<file path="config.mk">
export PLATFORM = sky130hd
export DESIGN_NAME = kbc_host_decoder
export DESIGN_NICKNAME = d
export VERILOG_FILES = /design/src/rtl/kbc_pkg.sv /design/src/rtl/kbc_ctrl.sv /design/src/rtl/kbc_datapath.sv /design/src/rtl/kbc_push_seq.sv /design/src/rtl/kbc_host_decoder.sv
export SDC_FILE = /design/constraint.sdc
export NUM_CORES = 1
export LEC_CHECK = 0
export BUFFER_PORTS_ARGS = -buffer_cell sky130_fd_sc_hd__buf_2
export CORE_MARGIN = 8
export CORE_UTILIZATION = 45
export DETAILED_ROUTE_END_ITERATION = 8
export GPL_TIMING_DRIVEN = 0
export PLACE_DENSITY = 0.7
export SLEW_MARGIN = 15
export SYNTH_ARGS = -nofsm -noshare
export SYNTH_HDL_FRONTEND = slang
export SYNTH_SLANG_ARGS = --single-unit
export TNS_END_PERCENT = 1
</file>
<file path="constraint.sdc">
create_clock -name clk -period 4.2 [get_ports clk]
set_input_delay 0.42 -clock clk [delete_from_list [all_inputs] [get_ports clk]]
set_output_delay 0.42 -clock clk [all_outputs]
set_load 0.02 [all_outputs]
</file>
<file path="src/rtl/kbc_pkg.sv">
package kbc_pkg;
  localparam int BYTE_W  = 8;
  localparam int SEQ_MAX = 3;
  localparam int CNT_W   = $clog2(SEQ_MAX + 1);

  typedef logic [BYTE_W-1:0] byte_t;

  // command codes seen on the command port
  localparam byte_t CMD_RD_MODE   = 8'h20;
  localparam byte_t CMD_WR_MODE   = 8'h60;
  localparam byte_t CMD_AUX_ECHO  = 8'hD3;
  localparam byte_t CMD_AUX_FWD   = 8'hD4;
  localparam byte_t CMD_AUX_PROBE = 8'hA9;
  localparam byte_t CMD_AUX_OFF   = 8'hA7;
  localparam byte_t CMD_AUX_ON    = 8'hA8;
  localparam byte_t CMD_SYS_RST   = 8'hFE;

  // reply bytes
  localparam byte_t BYTE_ACK    = 8'hFA;
  localparam byte_t BYTE_ID_HI  = 8'hAB;
  localparam byte_t BYTE_ID_LO  = 8'h41;
  localparam byte_t BYTE_AUX_OK = 8'h00;

  localparam int    AUX_OFF_BIT = 5;
  localparam byte_t MODE_INIT   = 8'h03;

  typedef enum logic [1:0] {
    PEND_NONE = 2'd0,
    PEND_MODE = 2'd1,
    PEND_ECHO = 2'd2,
    PEND_FWD  = 2'd3
  } pend_e;

  // strobes from control to datapath
  typedef struct packed {
    logic  modeLoad;
    logic  auxOff;
    logic  auxOn;
    logic  pendLoad;
    pend_e pendNext;
    logic  fwdFire;
    logic  rstFire;
    byte_t dataByte;
  } dpStrobe_t;

  // request to load the push sequencer
  typedef struct packed {
    logic                     load;
    logic                     toAux;
    logic [CNT_W-1:0]         count;
    byte_t [SEQ_MAX-1:0]      bytes;
  } seqReq_t;
endpackage

</file>
<file path="src/rtl/kbc_ctrl.sv">
module kbc_ctrl
  import kbc_pkg::*;
(
  input  logic      wrEn,
  input  logic      wrSel,
  input  byte_t     wrData,
  input  logic      busy,
  input  pend_e     pendCur,
  input  byte_t     modeCur,
  output dpStrobe_t strobe,
  output seqReq_t   seq
);
  logic accept;
  assign accept = wrEn && !busy;

  always_comb begin
    strobe          = '0;
    seq             = '0;
    strobe.dataByte = wrData;
    if (accept && wrSel) begin
      unique case (wrData)
        CMD_RD_MODE: begin
          seq.load     = 1'b1;
          seq.toAux    = 1'b0;
          seq.count    = CNT_W'(1);
          seq.bytes[0] = modeCur;
        end
        CMD_WR_MODE: begin
          strobe.pendLoad = 1'b1;
          strobe.pendNext = PEND_MODE;
        end
        CMD_AUX_ECHO: begin
          strobe.pendLoad = 1'b1;
          strobe.pendNext = PEND_ECHO;
        end
        CMD_AUX_FWD: begin
          strobe.pendLoad = 1'b1;
          strobe.pendNext = PEND_FWD;
        end
        CMD_AUX_PROBE: begin
          seq.load     = 1'b1;
          seq.toAux    = 1'b1;
          seq.count    = CNT_W'(1);
          seq.bytes[0] = BYTE_AUX_OK;
        end
        CMD_AUX_OFF: strobe.auxOff  = 1'b1;
        CMD_AUX_ON:  strobe.auxOn   = 1'b1;
        CMD_SYS_RST: strobe.rstFire = 1'b1;
        default: ;
      endcase
    end else if (accept) begin
      strobe.pendLoad = 1'b1;
      strobe.pendNext = PEND_NONE;
      unique case (pendCur)
        PEND_MODE: strobe.modeLoad = 1'b1;
        PEND_ECHO: begin
          seq.load     = 1'b1;
          seq.toAux    = 1'b1;
          seq.count    = CNT_W'(2);
          seq.bytes[0] = wrData;
          seq.bytes[1] = BYTE_ACK;
        end
        PEND_FWD: strobe.fwdFire = 1'b1;
        default: begin
          seq.load     = 1'b1;
          seq.toAux    = 1'b0;
          seq.count    = CNT_W'(3);
          seq.bytes[0] = BYTE_ACK;
          seq.bytes[1] = BYTE_ID_HI;
          seq.bytes[2] = BYTE_ID_LO;
        end
      endcase
    end
  end
endmodule

</file>
<file path="src/rtl/kbc_datapath.sv">
module kbc_datapath
  import kbc_pkg::*;
#(
  parameter byte_t MODE_RESET = MODE_INIT
) (
  input  logic      clk,
  input  logic      rst_n,
  input  dpStrobe_t strobe,
  output byte_t     modeQ,
  output pend_e     pendQ,
  output logic      fwdValidQ,
  output byte_t     fwdDataQ,
  output logic      rstPulseQ
);
  always_ff @(posedge clk) begin
    if (!rst_n) begin
      modeQ     <= MODE_RESET;
      pendQ     <= PEND_NONE;
      fwdValidQ <= 1'b0;
      fwdDataQ  <= '0;
      rstPulseQ <= 1'b0;
    end else begin
      if (strobe.modeLoad)    modeQ <= strobe.dataByte;
      else if (strobe.auxOff) modeQ[AUX_OFF_BIT] <= 1'b1;
      else if (strobe.auxOn)  modeQ[AUX_OFF_BIT] <= 1'b0;
      if (strobe.pendLoad) pendQ <= strobe.pendNext;
      fwdValidQ <= strobe.fwdFire;
      if (strobe.fwdFire) fwdDataQ <= strobe.dataByte;
      rstPulseQ <= strobe.rstFire;
    end
  end
endmodule

</file>
<file path="src/rtl/kbc_push_seq.sv">
module kbc_push_seq
  import kbc_pkg::*;
(
  input  logic    clk,
  input  logic    rst_n,
  input  seqReq_t req,
  output logic    kbdValid,
  output logic    auxValid,
  output byte_t   pushData,
  output logic    busy
);
  byte_t [SEQ_MAX-1:0] bufQ;
  logic [CNT_W-1:0]    remainQ;
  logic                toAuxQ;

  always_ff @(posedge clk) begin
    if (!rst_n) begin
      bufQ    <= '0;
      remainQ <= '0;
      toAuxQ  <= 1'b0;
    end else if (req.load) begin
      bufQ    <= req.bytes;
      remainQ <= req.count;
      toAuxQ  <= req.toAux;
    end else if (remainQ != '0) begin
      for (int i = 0; i < SEQ_MAX - 1; i++) bufQ[i] <= bufQ[i+1];
      bufQ[SEQ_MAX-1] <= '0;
      remainQ <= remainQ - CNT_W'(1);
    end
  end

  assign kbdValid = (remainQ != '0) && !toAuxQ;
  assign auxValid = (remainQ != '0) && toAuxQ;
  assign pushData = bufQ[0];
  assign busy     = remainQ > CNT_W'(1);
endmodule

</file>
<file path="src/rtl/kbc_host_decoder.sv">
module kbc_host_decoder
  import kbc_pkg::*;
#(
  parameter byte_t MODE_RESET = MODE_INIT
) (
  input  logic              clk,
  input  logic              rst_n,
  input  logic              wrEn,
  input  logic              wrSel,
  input  logic [BYTE_W-1:0] wrData,
  output logic              busy,
  output logic [BYTE_W-1:0] modeReg,
  output logic              kbdPushValid,
  output logic [BYTE_W-1:0] kbdPushData,
  output logic              auxPushValid,
  output logic [BYTE_W-1:0] auxPushData,
  output logic              auxFwdValid,
  output logic [BYTE_W-1:0] auxFwdData,
  output logic              sysResetPulse
);
  dpStrobe_t strobe;
  seqReq_t   seq;
  pend_e     pendCur;
  byte_t     pushData;

  kbc_ctrl u_ctrl (
    .wrEn    (wrEn),
    .wrSel   (wrSel),
    .wrData  (wrData),
    .busy    (busy),
    .pendCur (pendCur),
    .modeCur (modeReg),
    .strobe  (strobe),
    .seq     (seq)
  );

  kbc_datapath #(.MODE_RESET(MODE_RESET)) u_dp (
    .clk       (clk),
    .rst_n     (rst_n),
    .strobe    (strobe),
    .modeQ     (modeReg),
    .pendQ     (pendCur),
    .fwdValidQ (auxFwdValid),
    .fwdDataQ  (auxFwdData),
    .rstPulseQ (sysResetPulse)
  );

  kbc_push_seq u_seq (
    .clk      (clk),
    .rst_n    (rst_n),
    .req      (seq),
    .kbdValid (kbdPushValid),
    .auxValid (auxPushValid),
    .pushData (pushData),
    .busy     (busy)
  );

  assign kbdPushData = pushData;
  assign auxPushData = pushData;
endmodule

</file>
==> Yosys cells after proc, flatten, opt, wreduce, memory -nomap -nowiden <==
Cells that the tools add are included.
{ "word_totals": {"register_bits": 47, "latchBits": 0, "ram_bits": 0, "romBits": 0, "out_inout_bits": 37, "mem_count": 0} }
{ "classes": {"addsub": 1, "multipliers": 0, "n_div": 0, "order_cmp": 1, "n_eq_ne": 11, "n_shift": 0, "n_mux": 28, "bitwise_logic": 0, "n_reduce_logical": 12} }
{ "op_table": {"columns": ["cell", "count"], "rows": [
  ["$eq A8 B8 Y1 const B", 6],
  ["$mux W24", 2],
  ["$pmux W16 S2", 1],
  ["$mux W28", 1],
  ["$mux W16", 1],
  ["$mux W8", 2],
  ["$pmux W4 S2", 2],
  ["$mux W1", 11],
  ["$pmux W3 S3", 1],
  ["$eq A8 B6 Y1 const B", 1],
  ["$eq A8 B7 Y1 const B", 1],
  ["$mux W4", 2],
  ["$mux W7", 1],
  ["$mux W2", 3],
  ["$eq A2 B2 Y1 const B", 2],
  ["$logic_and A1 B1 Y1", 4],
  ["$reduce_bool A2 Y1", 2],
  ["$mux W3", 1],
  ["$reduce_bool A3 Y1", 1],
  ["$reduce_or A3 Y1", 1],
  ["$eq A2 B1 Y1 const B", 1],
  ["$gt A2 B1 Y1 const B", 1],
  ["$logic_not A1 Y1", 2],
  ["$reduce_and A2 Y1", 1],
  ["other kinds (2)", 2]
]} }

==> Logic depth before layout (Yosys ltp) <==
{ "logic_depth": {"word_depth": 8, "mapped_depth": 8, "ltp_nobuf": 7} }

==> By module <==
Synthesis repeated with hierarchy kept, for this count alone.
{ "unflattened": {"cells_unflattened": 298, "area_unflattened_um2": 2874.0} }
{ "by_module_without_submodules": {"columns": ["module", "n_inst", "cells_per_inst", "area_per_inst_um2", "seq_area_each_um2"], "rows": [
  ["kbc_push_seq", 1, 135, 1442.6, 540.5],
  ["kbc_datapath", 1, 63, 734.5, 400.4],
  ["kbc_ctrl", 1, 92, 636.9, 0.0],
  ["kbc_host_decoder", 1, 8, 60.1, 0.0]
]} }

==> Worst setup path after synthesis <==
No wires, ideal clock.
{ "synth_timing": {"path_type": "reg-to-output", "startpoint": "register u_seq.remainQ[0]", "endpoint": "output auxPushValid", "t_arrival_ns": 1.242, "t_required_ns": 3.780, "path_slack_ns": 2.538, "stages_incl_launch_ff": 6, "path_buffers": 2, "cell_sequence": "dfxtp_1 inv_1 ha_1 buf_2 buf_1 nor2_1"} }
{ "synth_via": {"elab_chain_len": 2} }
{ "synth_lines": {"columns": ["element", "line_no", "rtl"], "rows": [
  ["start, declared", "kbc_push_seq.sv:13", "logic [CNT_W-1:0] remainQ;"],
  ["start signal, assigned", "kbc_push_seq.sv:23", "remainQ <= req.count;"],
  ["start signal, assigned", "kbc_push_seq.sv:28", "remainQ <= remainQ - CNT_W'(1);"],
  ["$reduce_bool A2 Y1", "kbc_push_seq.sv:33", "assign auxValid = (remainQ != '0) && toAuxQ;"],
  ["$logic_and A1 B1 Y1", "kbc_push_seq.sv:33", null],
  ["end, declared", "kbc_host_decoder.sv:15", "output logic auxPushValid,"]
]} }
No other way between the ends.

==> Worst setup path in the final report <==
{ "layout_timing": {"startpoint": "register u_seq.remainQ[1]", "endpoint": "output kbdPushValid"} }
{ "layout_via": {"elab_chain_len": 2} }
{ "layout_lines": {"columns": ["element", "line_no", "rtl"], "rows": [
  ["$reduce_bool A2 Y1", "kbc_push_seq.sv:32", "assign kbdValid = (remainQ != '0) && !toAuxQ;"],
  ["$logic_and A1 B1 Y1", "kbc_push_seq.sv:32", null],
  ["end, declared", "kbc_host_decoder.sv:13", "output logic kbdPushValid,"]
]} }
No other way between the ends.

==> impl_metrics.json <==
{
  "syn_to_final_growth_pct": 18.9,
  "dieArea_um2": 6840,
  "cp.required_ns": 3.78,
  "worstMarginPinSlew_ns": 0.576,
  "detail_route.iter0.violations": 117,
  "root_buffer": "clkbuf_8",
  "port_buffers": 41,
  "die_w_um": 82.7,
  "whs_path_depth": 3,
  "critical-path-top-delay-family": "buffers and inverters",
  "rsz0062_at_grt": "no",
  "route.met3.wl_um": 451,
  "critPathMaxStageDelay_ns": 0.39,
  "clk_latency_ns": 0.29,
  "fin_nets": 286,
  "setup_slack_ns": 2.07,
  "p_leak_nw": 1.03,
  "start_util": 0.463,
  "ff2ff_path_depth": 7,
  "r2r_start": "u_seq.remainQ[1]",
  "layout_min_cycle_time_ns": 2.13,
  "wl_met1_um": 2170,
  "routed.top_layer": "met4",
  "synth_seq_cells": 36,
  "min_to": "u_dp.modeQ[1]",
  "n_antenna_cell": 0,
  "hp-class": "in -> reg",
  "arrival_ns": 1.71,
  "place_ws_ns": 2.35,
  "firstDrtPassIters": 4,
  "hold_ws_ns": 0.403,
  "wire_per_inst_um": 15.4,
  "r2r_end": "u_seq.toAuxQ",
  "num_io_pins": 49,
  "numClockSinks": 36,
  "cts_setup_buffers": 0,
  "die_h_um": 82.7,
  "clk_path_buf_depth": 2,
  "grt_max_degree": 12,
  "num_vias": 1818,
  "syn-num-nets": 238,
  "grt_pass1_wl_um": 8110,
  "layout_worst_path_cycle_share": 0.507,
  "hold_buffers": 0,
  "max_freq_mhz": 469,
  "slew_viol_final": 0,
  "wl_met2_um": 2310,
  "status": "finished, final reports clean",
  "dp_cells": 317,
  "slew-limit-headroom": 0.614,
  "detail_route.drc_violations": 0,
  "final_cells": 325,
  "crit_slowest_cell": "buf_1",
  "critPathBufInv": 4,
  "worstPathMaxFanout": 10,
  "netlist_area_um2": 2000,
  "irDropWorstVdd_uv": 173,
  "min_from": "wrData[1]",
  "routed_wl_um": 5000,
  "grt_pass1_vias": 1691,
  "reg2reg_setup_slack_ns": 2.29,
  "drive_gt1_frac": 0.341,
  "cts_tree": "yes",
  "path_common_cell": "buf_2",
  "hold_viol": 0,
  "place_hpwl_um": 3690,
  "rows": 24,
  "syn_inst": 224,
  "max_cap_viol_count": 0,
  "crit_type": "reg -> out",
  "fillers": 392,
  "avgSynthCellArea_um2": 8.93,
  "p_per_area_nw_per_um2": 444,
  "fin_util": 0.550,
  "ys_warn_count": 0,
  "skew_ns": 0.00771,
  "grt_antenna_before_repair": 0,
  "start_kind": "flip-flop",
  "synthArstFlopShare": 0,
  "drt-vias-per-instance": 5.59,
  "cp-end-kind": "primary output",
  "synth_flop_cell": "dfxtp_1",
  "synth_edf_count": 0,
  "clk_pin_slew_ns": 0.07,
  "cts_resized": 0,
  "seq_area_frac_synth": 0.360,
  "ys_types": 55,
  "ctsHtreeMaxLevel": 2,
  "crit_chain": "inv_1, ha_1, buf_2, buf_1, nor2_1, buf_2",
  "finalSetupViolCount": 0,
  "track_usage": 0.151,
  "setup_tns_ns": 0,
  "routabilityCongestion": 0.834,
  "overflow": 0,
  "cts_made_buffers": 5,
  "core_area_um2": 4320,
  "antenna_left": 0
}
==> cells in the final DEF (no fill, tap or decap), types with 2 or more instances in the layout <==
cell       count
o21a_1         2
o22ai_1        9
buf_2         47
buf_6          2
nor4b_1        2
dfxtp_1       36
o21ai_0        2
nand4_1        5
buf_4         20
inv_1          4
nor3_1         3
nor4_1         2
a21oi_1        3
a32oi_1        8
mux2i_1       15
mux2_2         3
nor2_1        21
nand3_1       11
clkbuf_8       5
clkbuf_1       5
and3_1         3
nand2b_1      10
o2bb2ai_1      2
ha_1           2
nand2_1       18
==> power breakdown <==
group	internal (mW)	total [mW]	switching [mW]
combinational	0.147	0.361	0.215
clock	0.176	0.300	0.124
sequential	0.373	0.394	0.0219
total	0.695	1.06	0.361
==> stage by stage <==
step,cell area [um^2],power [mW]
final,2380,1.06
after global routing,2380,1.12
after CTS,2380,1.06
after detailed placement,2270,0.765
after global placement,2270,0.760
after floorplan,2000,0.675
==> how the worst max path moves through the flow <==
stage / startpoint / end / cells past startpoint
3_3_place_gp: u_seq.remainQ[1] / u_seq.toAuxQ / 7
4_1_cts: u_seq.remainQ[1] / kbdPushValid / 6
2_1_floorplan: u_seq.remainQ[0] / auxPushValid / 5
6_report: u_seq.remainQ[1] / kbdPushValid / 6
5_1_grt: u_seq.remainQ[1] / auxPushValid / 6
3_5_place_dp: u_seq.remainQ[1] / u_seq.toAuxQ / 7
==> layout make-up <==
cell class	instances	area, um^2	share of cell area
multi-input cells	148	1030	0.432
flip-flops and latches	36	721	0.303
plain buffers	34	226	0.0952
repair buffers	41	205	0.0863
clock buffers	6	72.6	0.0305
well taps	52	65.1	0.0274
clock inverters	2	35.0	0.0147
inverters	6	25.0	0.0105
==> worst min-delay path: cells and delay by family <==
family                 cells  cell delay [ns]
buffers and inverters      1             0.11
muxes                      1             0.07
and+or+nand+nor            1             0.06
==> cells in the mapped netlist (3+ instances only) <==
master    number  area share
nand3_1       11       0.028
dfxtp_1       36        0.36
and3_1         3      0.0094
buf_2          6       0.015
nor3_1         3      0.0075
nor2_1        21       0.039
a32oi_1        8       0.035
mux2i_1       15       0.075
nand2b_1      10       0.031
nand2_1       18       0.034
buf_4         20       0.075
a21oi_1        3      0.0075
mux2_2         3       0.017
inv_1          4      0.0075
o22ai_1        9       0.028
nand4_1        5       0.016
clkbuf_1       4      0.0075
==> kinds of logic (layout without fill, tap and decap cells) <==
| group | Yosys count | count (layout) | synth area share |
|---|---|---|---|
| xor gates and xnor gates | 1 | 1 | 0.00438 |
| AOI/OAI and AO/OA | 37 | 37 | 0.137 |
| adders and majority gates | 2 | 2 | 0.0125 |
| muxes | 18 | 18 | 0.0919 |
| buffers and inverters | 40 | 89 | 0.126 |
| DFF | 36 | 36 | 0.360 |
| and+or+nand+nor | 90 | 90 | 0.268 |
==> registers in the layout, indices dropped and copies added (netlist names) <==
| register | cells |
|---|---|
| u_dp.modeQ | 8 |
| u_seq.pushData | 8 |
| u_dp.fwdValidQ | 1 |
| u_dp.pendQ | 2 |
| u_dp.fwdDataQ | 8 |
| u_seq.bufQ | 5 |
| u_seq.remainQ | 2 |
| u_dp.rstPulseQ | 1 |
| u_seq.toAuxQ | 1 |
==> layer usage <==
metal / global-route usage / vias to the layer above
met5: 0 / -
met4: 0.0448 / 0
li1: - / 884
met1: 0.185 / 850
met2: 0.249 / 75
met3: 0.0465 / 9
Power figures use the tool's default switching activity.
